**src/rtl/eeprom_rd_pkg.sv**
```systemverilog
// Package: shared state type and opcodes for the serial EEPROM fetch controller.
// Assumes 8-bit opcodes shifted most significant bit first.
package eeprom_rd_pkg;

    typedef enum logic [1:0] {
        ST_WAKE  = 2'd0,
        ST_IDLE  = 2'd1,
        ST_FRAME = 2'd2,
        ST_GAP   = 2'd3
    } seq_state_t;

    localparam int          CMD_W   = 8;
    localparam logic [7:0]  OP_READ = 8'h03;
    localparam logic [7:0]  OP_STAT = 8'h05;

endpackage

```
**src/rtl/eeprom_half_timer.sv**
```systemverilog
// Module: half-period timer. It pulses tick on the last system cycle of each
// serial clock half-period while run is high. It holds at zero while run is
// low, so a half-period always starts in full when run rises.
module eeprom_half_timer #(
    parameter int HALF_CYC = 4
) (
    input  logic clk,
    input  logic rst_n,
    input  logic run,
    output logic tick
);

    generate
        if (HALF_CYC <= 1) begin : g_every
            logic unused_rst;
            assign unused_rst = rst_n ^ clk;
            assign tick = run;
        end else begin : g_count
            localparam int TW = $clog2(HALF_CYC);
            localparam logic [TW-1:0] LAST = TW'(HALF_CYC - 1);
            logic [TW-1:0] cnt_q;

            assign tick = run && (cnt_q == LAST);

            // Count system cycles inside the current half-period
            always_ff @(posedge clk) begin
                if (!rst_n)      cnt_q <= '0;
                else if (!run)   cnt_q <= '0;
                else if (tick)   cnt_q <= '0;
                else             cnt_q <= cnt_q + 1'b1;
            end
        end
    endgenerate

endmodule

```
**src/rtl/eeprom_bit_shifter.sv**
```systemverilog
// Module: the two shift registers of a frame. The outgoing word (opcode and
// address) leaves most significant bit first and fills with zeros behind it.
// Incoming bits enter at the bottom. It assumes the sequencer never asks to
// load, shift or sample outside a frame.
module eeprom_bit_shifter #(
    parameter int TX_W = 16,
    parameter int RX_W = 8
) (
    input  logic            clk,
    input  logic            rst_n,
    input  logic            load,
    input  logic [TX_W-1:0] load_word,
    input  logic            shift_tx,
    input  logic            sample,
    input  logic            miso,
    output logic            mosi_bit,
    output logic [RX_W-1:0] rx_word
);

    logic [TX_W-1:0] tx_q;
    logic [RX_W-1:0] rx_q;

    // Outgoing register: load a fresh frame word or advance one bit
    always_ff @(posedge clk) begin
        if (!rst_n)        tx_q <= '0;
        else if (load)     tx_q <= load_word;
        else if (shift_tx) tx_q <= {tx_q[TX_W-2:0], 1'b0};
    end

    // Incoming register: collect one sampled bit at a time
    always_ff @(posedge clk) begin
        if (!rst_n)      rx_q <= '0;
        else if (sample) rx_q <= {rx_q[RX_W-2:0], miso};
    end

    assign mosi_bit = tx_q[TX_W-1];
    assign rx_word  = rx_q;

endmodule

```
**src/rtl/spi_eeprom_reader.sv**
```systemverilog
// Module: serial EEPROM sequential byte fetch controller (top).
// After reset it runs a wake pattern of WAKE_PULSES clock pulses with select
// high. Then it serves requests: each byte is a full frame made of an opcode,
// an address and eight data clocks, with one gap half-period between frames.
// A status request sends one frame with opcode 0x05 and no address.
// It assumes that spi_miso changes on falling spi_sck and is stable by the end
// of the low half-period.
module spi_eeprom_reader
    import eeprom_rd_pkg::*;
#(
    parameter int HALF_CYC    = 4,
    parameter int ADDR_W      = 8,
    parameter int DATA_W      = 8,
    parameter int CNT_W       = 8,
    parameter int WAKE_PULSES = 2
) (
    input  logic              clk,
    input  logic              rst_n,
    input  logic              start,
    input  logic              status_req,
    input  logic [ADDR_W-1:0] start_addr,
    input  logic [CNT_W-1:0]  count,
    output logic              busy,
    output logic              byte_valid,
    output logic [DATA_W-1:0] byte_data,
    output logic              done,
    output logic              spi_cs_n,
    output logic              spi_sck,
    output logic              spi_mosi,
    input  logic              spi_miso
);

    localparam int TX_W        = CMD_W + ADDR_W;
    localparam int FRAME_BITS  = CMD_W + ADDR_W + DATA_W;
    localparam int STAT_BITS   = CMD_W + DATA_W;
    localparam int BIT_W       = $clog2(FRAME_BITS + 1);
    localparam int WAKE_HALVES = 2 * WAKE_PULSES + 1;
    localparam int WK_W        = $clog2(WAKE_HALVES + 1);

    localparam logic [BIT_W-1:0] RD_LAST   = BIT_W'(FRAME_BITS - 1);
    localparam logic [BIT_W-1:0] ST_LAST   = BIT_W'(STAT_BITS - 1);
    localparam logic [BIT_W-1:0] RD_DATA0  = BIT_W'(CMD_W + ADDR_W);
    localparam logic [BIT_W-1:0] ST_DATA0  = BIT_W'(CMD_W);
    localparam logic [WK_W-1:0]  WAKE_LAST = WK_W'(WAKE_HALVES - 1);

    seq_state_t        state_q;
    logic              half_q;
    logic [BIT_W-1:0]  bit_q;
    logic [WK_W-1:0]   wake_q;
    logic [ADDR_W-1:0] addr_q;
    logic [CNT_W-1:0]  left_q;
    logic              stat_q;
    logic              valid_q;
    logic              done_q;

    logic              tick;
    logic              last_bit;
    logic              data_phase;
    logic              load;
    logic [TX_W-1:0]   load_word;
    logic              shift_tx;
    logic              sample;
    logic              mosi_bit;
    logic [DATA_W-1:0] rx_word;

    eeprom_half_timer #(.HALF_CYC(HALF_CYC)) u_timer (
        .clk   (clk),
        .rst_n (rst_n),
        .run   (state_q != ST_IDLE),
        .tick  (tick)
    );

    // Frame position decode: last bit of the frame and start of the data phase
    always_comb begin
        last_bit   = (bit_q == (stat_q ? ST_LAST : RD_LAST));
        data_phase = (bit_q >= (stat_q ? ST_DATA0 : RD_DATA0));
    end

    // Shifter control: load at frame open, shift at each falling edge, sample late in the low half
    always_comb begin
        load = ((state_q == ST_IDLE) && start && (status_req || (count != '0)))
            || ((state_q == ST_GAP) && tick && (left_q != CNT_W'(1)));
        if (state_q == ST_IDLE)
            load_word = status_req ? {OP_STAT, {ADDR_W{1'b0}}} : {OP_READ, start_addr};
        else
            load_word = {OP_READ, addr_q + ADDR_W'(1)};
        shift_tx = (state_q == ST_FRAME) && tick && half_q;
        sample   = (state_q == ST_FRAME) && tick && !half_q && data_phase;
    end

    eeprom_bit_shifter #(.TX_W(TX_W), .RX_W(DATA_W)) u_shift (
        .clk       (clk),
        .rst_n     (rst_n),
        .load      (load),
        .load_word (load_word),
        .shift_tx  (shift_tx),
        .sample    (sample),
        .miso      (spi_miso),
        .mosi_bit  (mosi_bit),
        .rx_word   (rx_word)
    );

    // Sequencer: wake pattern, request intake, frame bit stepping and gap handling
    always_ff @(posedge clk) begin
        if (!rst_n) begin
            state_q <= ST_WAKE;
            half_q  <= 1'b0;
            bit_q   <= '0;
            wake_q  <= '0;
            addr_q  <= '0;
            left_q  <= '0;
            stat_q  <= 1'b0;
            valid_q <= 1'b0;
            done_q  <= 1'b0;
        end else begin
            valid_q <= 1'b0;
            done_q  <= 1'b0;
            case (state_q)
                ST_WAKE: begin
                    if (tick) begin
                        if (wake_q == WAKE_LAST) state_q <= ST_IDLE;
                        else                     wake_q  <= wake_q + 1'b1;
                    end
                end
                ST_IDLE: begin
                    if (start) begin
                        if (status_req) begin
                            stat_q  <= 1'b1;
                            left_q  <= CNT_W'(1);
                            bit_q   <= '0;
                            half_q  <= 1'b0;
                            state_q <= ST_FRAME;
                        end else if (count == '0) begin
                            done_q  <= 1'b1;
                        end else begin
                            stat_q  <= 1'b0;
                            left_q  <= count;
                            addr_q  <= start_addr;
                            bit_q   <= '0;
                            half_q  <= 1'b0;
                            state_q <= ST_FRAME;
                        end
                    end
                end
                ST_FRAME: begin
                    if (tick) begin
                        if (!half_q) begin
                            half_q <= 1'b1;
                        end else begin
                            half_q <= 1'b0;
                            if (last_bit) begin
                                state_q <= ST_GAP;
                                valid_q <= 1'b1;
                            end else begin
                                bit_q <= bit_q + 1'b1;
                            end
                        end
                    end
                end
                ST_GAP: begin
                    if (tick) begin
                        if (left_q == CNT_W'(1)) begin
                            state_q <= ST_IDLE;
                            done_q  <= 1'b1;
                        end else begin
                            left_q  <= left_q - 1'b1;
                            addr_q  <= addr_q + ADDR_W'(1);
                            bit_q   <= '0;
                            state_q <= ST_FRAME;
                        end
                    end
                end
                default: state_q <= ST_IDLE;
            endcase
        end
    end

    assign busy       = (state_q != ST_IDLE);
    assign byte_valid = valid_q;
    assign byte_data  = rx_word;
    assign done       = done_q;
    assign spi_cs_n   = (state_q != ST_FRAME);
    assign spi_sck    = ((state_q == ST_WAKE) && wake_q[0]) || ((state_q == ST_FRAME) && half_q);
    assign spi_mosi   = (state_q == ST_FRAME) && mosi_bit;

endmodule

```
**config.mk**
```make
export PLATFORM = sky130hd
export DESIGN_NAME = spi_eeprom_reader
export DESIGN_NICKNAME = d
export VERILOG_FILES = /design/src/rtl/eeprom_rd_pkg.sv /design/src/rtl/eeprom_half_timer.sv /design/src/rtl/eeprom_bit_shifter.sv /design/src/rtl/spi_eeprom_reader.sv
export SDC_FILE = /design/constraint.sdc
export NUM_CORES = 1
export LEC_CHECK = 0
export BUFFER_PORTS_ARGS = -buffer_cell sky130_fd_sc_hd__buf_2
export CORE_MARGIN = 2
export CORE_UTILIZATION = 45
export DETAILED_ROUTE_END_ITERATION = 16
export GPL_TIMING_DRIVEN = 0
export SKIP_CTS_REPAIR_TIMING = 1
export SLEW_MARGIN = 25
export SYNTH_ARGS = -nofsm -noshare
export SYNTH_HDL_FRONTEND = slang
export SYNTH_SLANG_ARGS = --single-unit
```
**constraint.sdc**
```tcl
create_clock -name clk -period 2.8 [get_ports clk]
set_input_delay 0.28 -clock clk [delete_from_list [all_inputs] [get_ports clk]]
set_output_delay 0.28 -clock clk [all_outputs]
set_load 0.01 [all_outputs]
```
# Yosys cells after proc, flatten, opt, wreduce, memory -nomap -nowiden
# Index checks and enable logic that the tools add are counted.
dict set report word_totals {
  output_inout_bits 14
  regBits 56
  wordCells 128
}
dict set report op_classes {
  magnitude_cmp 1
  bitwise 3
  muxes 52
  eq_ne 23
  addsub 5
  n_reduce_logical 32
}
# operator count
set op_table {}
lappend op_table {{$mux 8} 10}
lappend op_table {{$mux 5} 10}
lappend op_table {{$mux 16} 2}
lappend op_table {{$pmux 8 s2} 2}
lappend op_table {{$ne 2x2->1 const B} 13}
lappend op_table {{$mux 11} 2}
lappend op_table {{$mux 2} 10}
lappend op_table {{$reduce_and 8->1} 2}
lappend op_table {{$pmux 5 s3} 1}
lappend op_table {{$logic_and 1x1->1} 12}
lappend op_table {{$mux 1} 12}
lappend op_table {{$add 8x1->8 const B} 1}
lappend op_table {{$eq 8x1->1 const B} 1}
lappend op_table {{$logic_not 8->1} 1}
lappend op_table {{$ne 8x1->1 const B} 1}
lappend op_table {{$pmux 2 s4} 1}
lappend op_table {{$reduce_and 4->1} 2}
lappend op_table {{$reduce_bool 8->1} 1}
lappend op_table {{$sub 8x1->8 const B} 1}
lappend op_table {{$eq 2x2->1 const B} 3}
lappend op_table {{$reduce_and 3->1} 2}
lappend op_table {{$reduce_and 6->1} 1}
lappend op_table {{$reduce_bool 2->1} 3}
lappend op_table {{$add 5x1->5 const B} 1}
lappend op_table {{16 further kinds} 21}

# Depth between registers and ports, before layout
dict set report logic_depth {
  ltp_word 6
  depth_mapped 8
  mapped_depth_nobuf 7
}

# By module
# Synthesis repeated with hierarchy kept, for this count alone.
dict set report hier_totals {
  cells_unflattened 384
  hier_area_um2 3468.3
}
# mod cells_per_inst n_inst seq_area_each_um2 area_per_inst_um2
set by_module_without_submodules {}
lappend by_module_without_submodules {spi_eeprom_reader 282 1 600.6 2243.4}
lappend by_module_without_submodules {eeprom_bit_shifter 96 1 480.5 1141.1}
lappend by_module_without_submodules {eeprom_half_timer 6 1 40.0 83.8}

# Least setup slack after synthesis
# Ideal clock, no wire load.
dict set report synth_path {
  path_type {flip-flop to flip-flop}
  from {register bit_q[3]}
  to {register bit_q[4]}
  setup_time_ns 0.070
  arrival_time_ns 1.564
  path_stages_with_launch 8
  setup_slack_ns 1.166
  required_time_ns 2.730
  n_path_buf 0
  synth_period_minus_slack_ns 1.634
  path_cell_list {dfxtp_1 inv_1 ha_1 nand4_1 o2bb2ai_1 o221ai_2 or3_1 a21oi_1}
}
dict set report synth_between {
  elab_chain_len 5
}
# element line
set synth_rtl {}
lappend synth_rtl {{start, declared} spi_eeprom_reader.sv:48} ;# logic [BIT_W-1:0] bit_q;
lappend synth_rtl {{start signal, assigned} spi_eeprom_reader.sv:155} ;# bit_q <= bit_q + 1'b1;
lappend synth_rtl {{$add 5x1->5} spi_eeprom_reader.sv:155}
lappend synth_rtl {{$mux 5} spi_eeprom_reader.sv:151} ;# if (last_bit) begin
lappend synth_rtl {{$mux 5} spi_eeprom_reader.sv:147} ;# if (!half_q) begin
lappend synth_rtl {{$mux 5} spi_eeprom_reader.sv:146} ;# if (tick) begin
lappend synth_rtl {{$pmux 5 s3} spi_eeprom_reader.sv:118} ;# case (state_q)
# Parallel ways exist; a longest one is shown, timed or not. The select of a mux whose other input is x is not followed.
# A chain may end at the register's enable or synchronous reset.

# Worst setup path after layout
dict set report layout_path {
  from {register state_q[1]}
  to {output spi_sck}
}
dict set report layout_between {
  elab_chain_len 3
}
# element line
set layout_rtl {}
lappend layout_rtl {{start, declared} spi_eeprom_reader.sv:46} ;# seq_state_t state_q;
lappend layout_rtl {{start signal, assigned} spi_eeprom_reader.sv:106} ;# state_q <= ST_WAKE;
lappend layout_rtl {{start signal, assigned} spi_eeprom_reader.sv:121} ;# if (wake_q == WAKE_LAST) state_q <= ST_IDLE;
lappend layout_rtl {{start signal, assigned} spi_eeprom_reader.sv:132} ;# state_q <= ST_FRAME;
lappend layout_rtl {{$eq 2x2->1 / $logic_not 2->1 (equally long branches)} spi_eeprom_reader.sv:183} ;# assign spi_sck = ((state_q == ST_WAKE) && wake_q[0]) || ((state_q == ST_FRAME) && half_q);
lappend layout_rtl {{$logic_and 1x1->1} spi_eeprom_reader.sv:183}
lappend layout_rtl {{$logic_or 1x1->1 (*)} spi_eeprom_reader.sv:183}
lappend layout_rtl {{end, declared} spi_eeprom_reader.sv:28} ;# output logic spi_sck,
# Every way passes the cells marked *; elsewhere a longest branch is shown, timed or not.

==> run_results.csv <==
group,metric,value,unit
run_status,violations,"DRC",
synth,synth_top_family_by_area,"simple AND/OR/NAND/NOR gates",
floorplanning,chipHeight,85.8,um
critical_path,critPathKind,"reg2out",
synth,synth_edf_count,0,
finish,layout_common_cells,"dfxtp_1 (56), nand2_1 (42), a21oi_1 (38), nor2_1 (35), buf_2 (34)",
floorplanning,start_util,46.9,%
sta,fin_worst_skew,0.0104,ns
synth,synth_compound_area_share,18.4,%
global_routing,antenna_found_initial,0,
power_and_ir_drop,power.density,404,mW/mm^2
run,cap_violations,0,
sta,setup_viol,0,
routing,postRouteAntennaNets,0,
placed_design,gp_congestion,0.761,
min_path,worst_hold_path_type,"in2reg",
synth,synth_xor_area_share,3.20,%
synth,yosysWarnings,0,
sta,whs,0.199,ns
synth,yosys.area.top_type,"dfxtp_1",
sta,slew_viol_final,0,
sta,hold_viol_final,0,
clock_tree,cts_sinks,56,
sta,tightest_slew,0.588,ns
synth,syn-cell-area,0.00301,mm^2
run_status,status,"finished, violations left",
clock_tree,cts-root-buf,"clkbuf_8",
finish,diodes,0,
global_routing,grt_pass1_vias,2410,
synth,ys_async_sr_fraction,0,%
power_and_ir_drop,p_leak,1.28,nW
floorplanning,num_rows,29,
clock_tree,clkTransAtPathRegs,0.11,ns
global_routing,grtUsageTotal,20.0,%
synth,ys_seq_elements,56,
placed_design,portBuffers,32,
floorplanning,core,0.00642,mm^2
synth,synthMuxAreaShare,5.53,%
power_and_ir_drop,vdd_drop_max,261,uV
finish,final_common_cell,"dfxtp_1",
critical_path,worstPathArrival,1.67,ns
critical_path,critPathRequiredTime,2.52,ns
finish,layout-drive-gt1-share,20.9,%
finish,area.growth.synth_to_final,11.7,%
synth,synth.top_cell.area_share,37.3,%
synth,postSynthCellCount,348,
routing,firstDrtPassIters,11,
clock_tree,clk-insertion-delay-late,0.31,ns
critical_path,cp-start-kind,"flop",
routing,wire_per_inst,15.2,um
synth,synth_flop_cell,"dfxtp_1",
synth,synth_fa_ha_area_share,4.16,%
clock_tree,h-tree-depth,2,
sta,clock.fmax,513,MHz
sta,relSlewSlack,60.8,%
sta,fin_crit,1.95,ns
synth,syn-num-nets,379,
clock_tree,cts_max_path_buffers,2,
synth,avgSynthCellArea,8.65,um^2
synth,synthDistinctLibCells,56,
synth,yosys-top-cells-area,"dfxtp_1 (37%), a21oi_1 (6.3%), nand2_1 (5.2%)",
routing,post_drt_via_cell_ratio,5.55,
sta,fin_setup_tns,0,ns
sta,rsz0062_at_grt,"false",
routing,drt_iter0_drc,96,
global_routing,grt_overflow,0,
placed_design,hpwl,5180,um
sta,min_period_over_period,69.7,%
clock_tree,cts-buffers-inserted,5,
floorplanning,die_area,0.00736,mm^2
finish,fin_util,52.3,%
routing,post-route-drc-count,4,
critical_path,crit_fanout,10,
floorplanning,num_io_pins,35,
finish,nets,418,
synth,seq_area_frac_synth,37.3,%
synth,synthSimpleGateAreaFrac,24.4,%
global_routing,grt_first_pass_wirelength,11800,um
routing,wl,7060,um
critical_path,end_kind,"output pin",
routing,vias,2582,
clock_tree,cts_tree,"built",
floorplanning,die_w,85.8,um
global_routing,grt_max_degree,18,
power by group:
group / internal (mW) / leakage (nW) / total (mW) / switching, mW
clock: 0.203 / 0.0516 / 0.479 / 0.276
combinational: 0.0313 / 0.779 / 0.0773 / 0.0459
sequential: 0.801 / 0.451 / 0.803 / 0.00231
synth_stat cells (all sizes together) (4+ instances only):
master	n
nand3	14
nand4	4
dfxtp	56
mux2i	11
clkbuf	13
and3	5
nor4	5
xor2	7
nand2	44
nor2	37
nor3	5
or3	4
xnor2	4
a31oi	6
o21ai	17
inv	14
ha	10
a211oi	4
a211o	5
buf	6
nor3b	7
mux2	5
nand3b	8
a21oi	38
layout make-up:
| cell class | count | area, um^2 |
|---|---|---|
| Fill cell | 650 | 3060 |
| Multi-Input combinational cell | 258 | 1680 |
| Sequential cell | 56 | 1120 |
| Timing Repair Buffer | 32 | 160 |
| Buffer | 19 | 154 |
| Tap cell | 77 | 96.3 |
| Clock buffer | 6 | 82.6 |
| Inverter | 15 | 56.3 |
| Clock inverter | 2 | 13.8 |
per-layer routing:
metal  global-route usage [%]  vias to the layer above  wire [um]
li1                         -                     1311          -
met5                        0                        -          0
met3                     3.18                        6        320
met2                     32.6                       62       3220
met1                     27.3                     1203       3440
met4                     6.35                        0         72
sequential cells by signal, indices dropped and copies added, names as in the netlist, 2 cells and up:
signal,cells
addr_q,8
left_q,8
wake_q,3
state_q,2
bit_q,5
u_shift.rx_word,8
u_shift.tx_q,16
u_timer.g_count.cnt_q,2
worst max-delay path, cell delays in order, from the launching register on:
cell	delay, ns
dfxtp_1	0.33
clkbuf_8	0.17
clkbuf_1	0.42
nand2_1	0.15
a21oi_1	0.15
buf_2	0.14
per-stage QoR:
stage               area (um^2)  setup WS, ns  total power [mW]  instances
floorplan                  3010          1.17             0.866        348
global placement           3270         0.909             0.899        457
detailed placement         3270         0.912             0.900        457
CTS                        3360         0.828              1.38        465
global route               3360         0.718              1.41        465
finish                     3360         0.849              1.36        465
logic make-up (layout without fill, tap and decap cells):
| group | after synthesis | after routing |
|---|---|---|
| DFF | 56 | 56 |
| and+or+nand+nor | 137 | 137 |
| AOI/OAI and AO/OA | 84 | 84 |
| buffers and inverters | 34 | 74 |
| muxes | 16 | 16 |
| adders and majority gates | 10 | 10 |
| xor gates and xnor gates | 11 | 11 |
final timing paths:
| path | from | end | slack (ns) | depth (start not counted) |
|---|---|---|---|---|
| worst max-delay path | state_q[1] | spi_sck | 0.85 | 5 |
| worst min-delay path | spi_miso | u_shift.rx_word[0] | 0.20 | 3 |
| worst max register to register | bit_q[3] | bit_q[4] | 0.92 | 7 |
| worst min register to register | u_timer.g_count.cnt_q[0] | u_timer.g_count.cnt_q[0] | 0.44 | 1 |
Note: power is estimated with default switching activity, not from simulation.
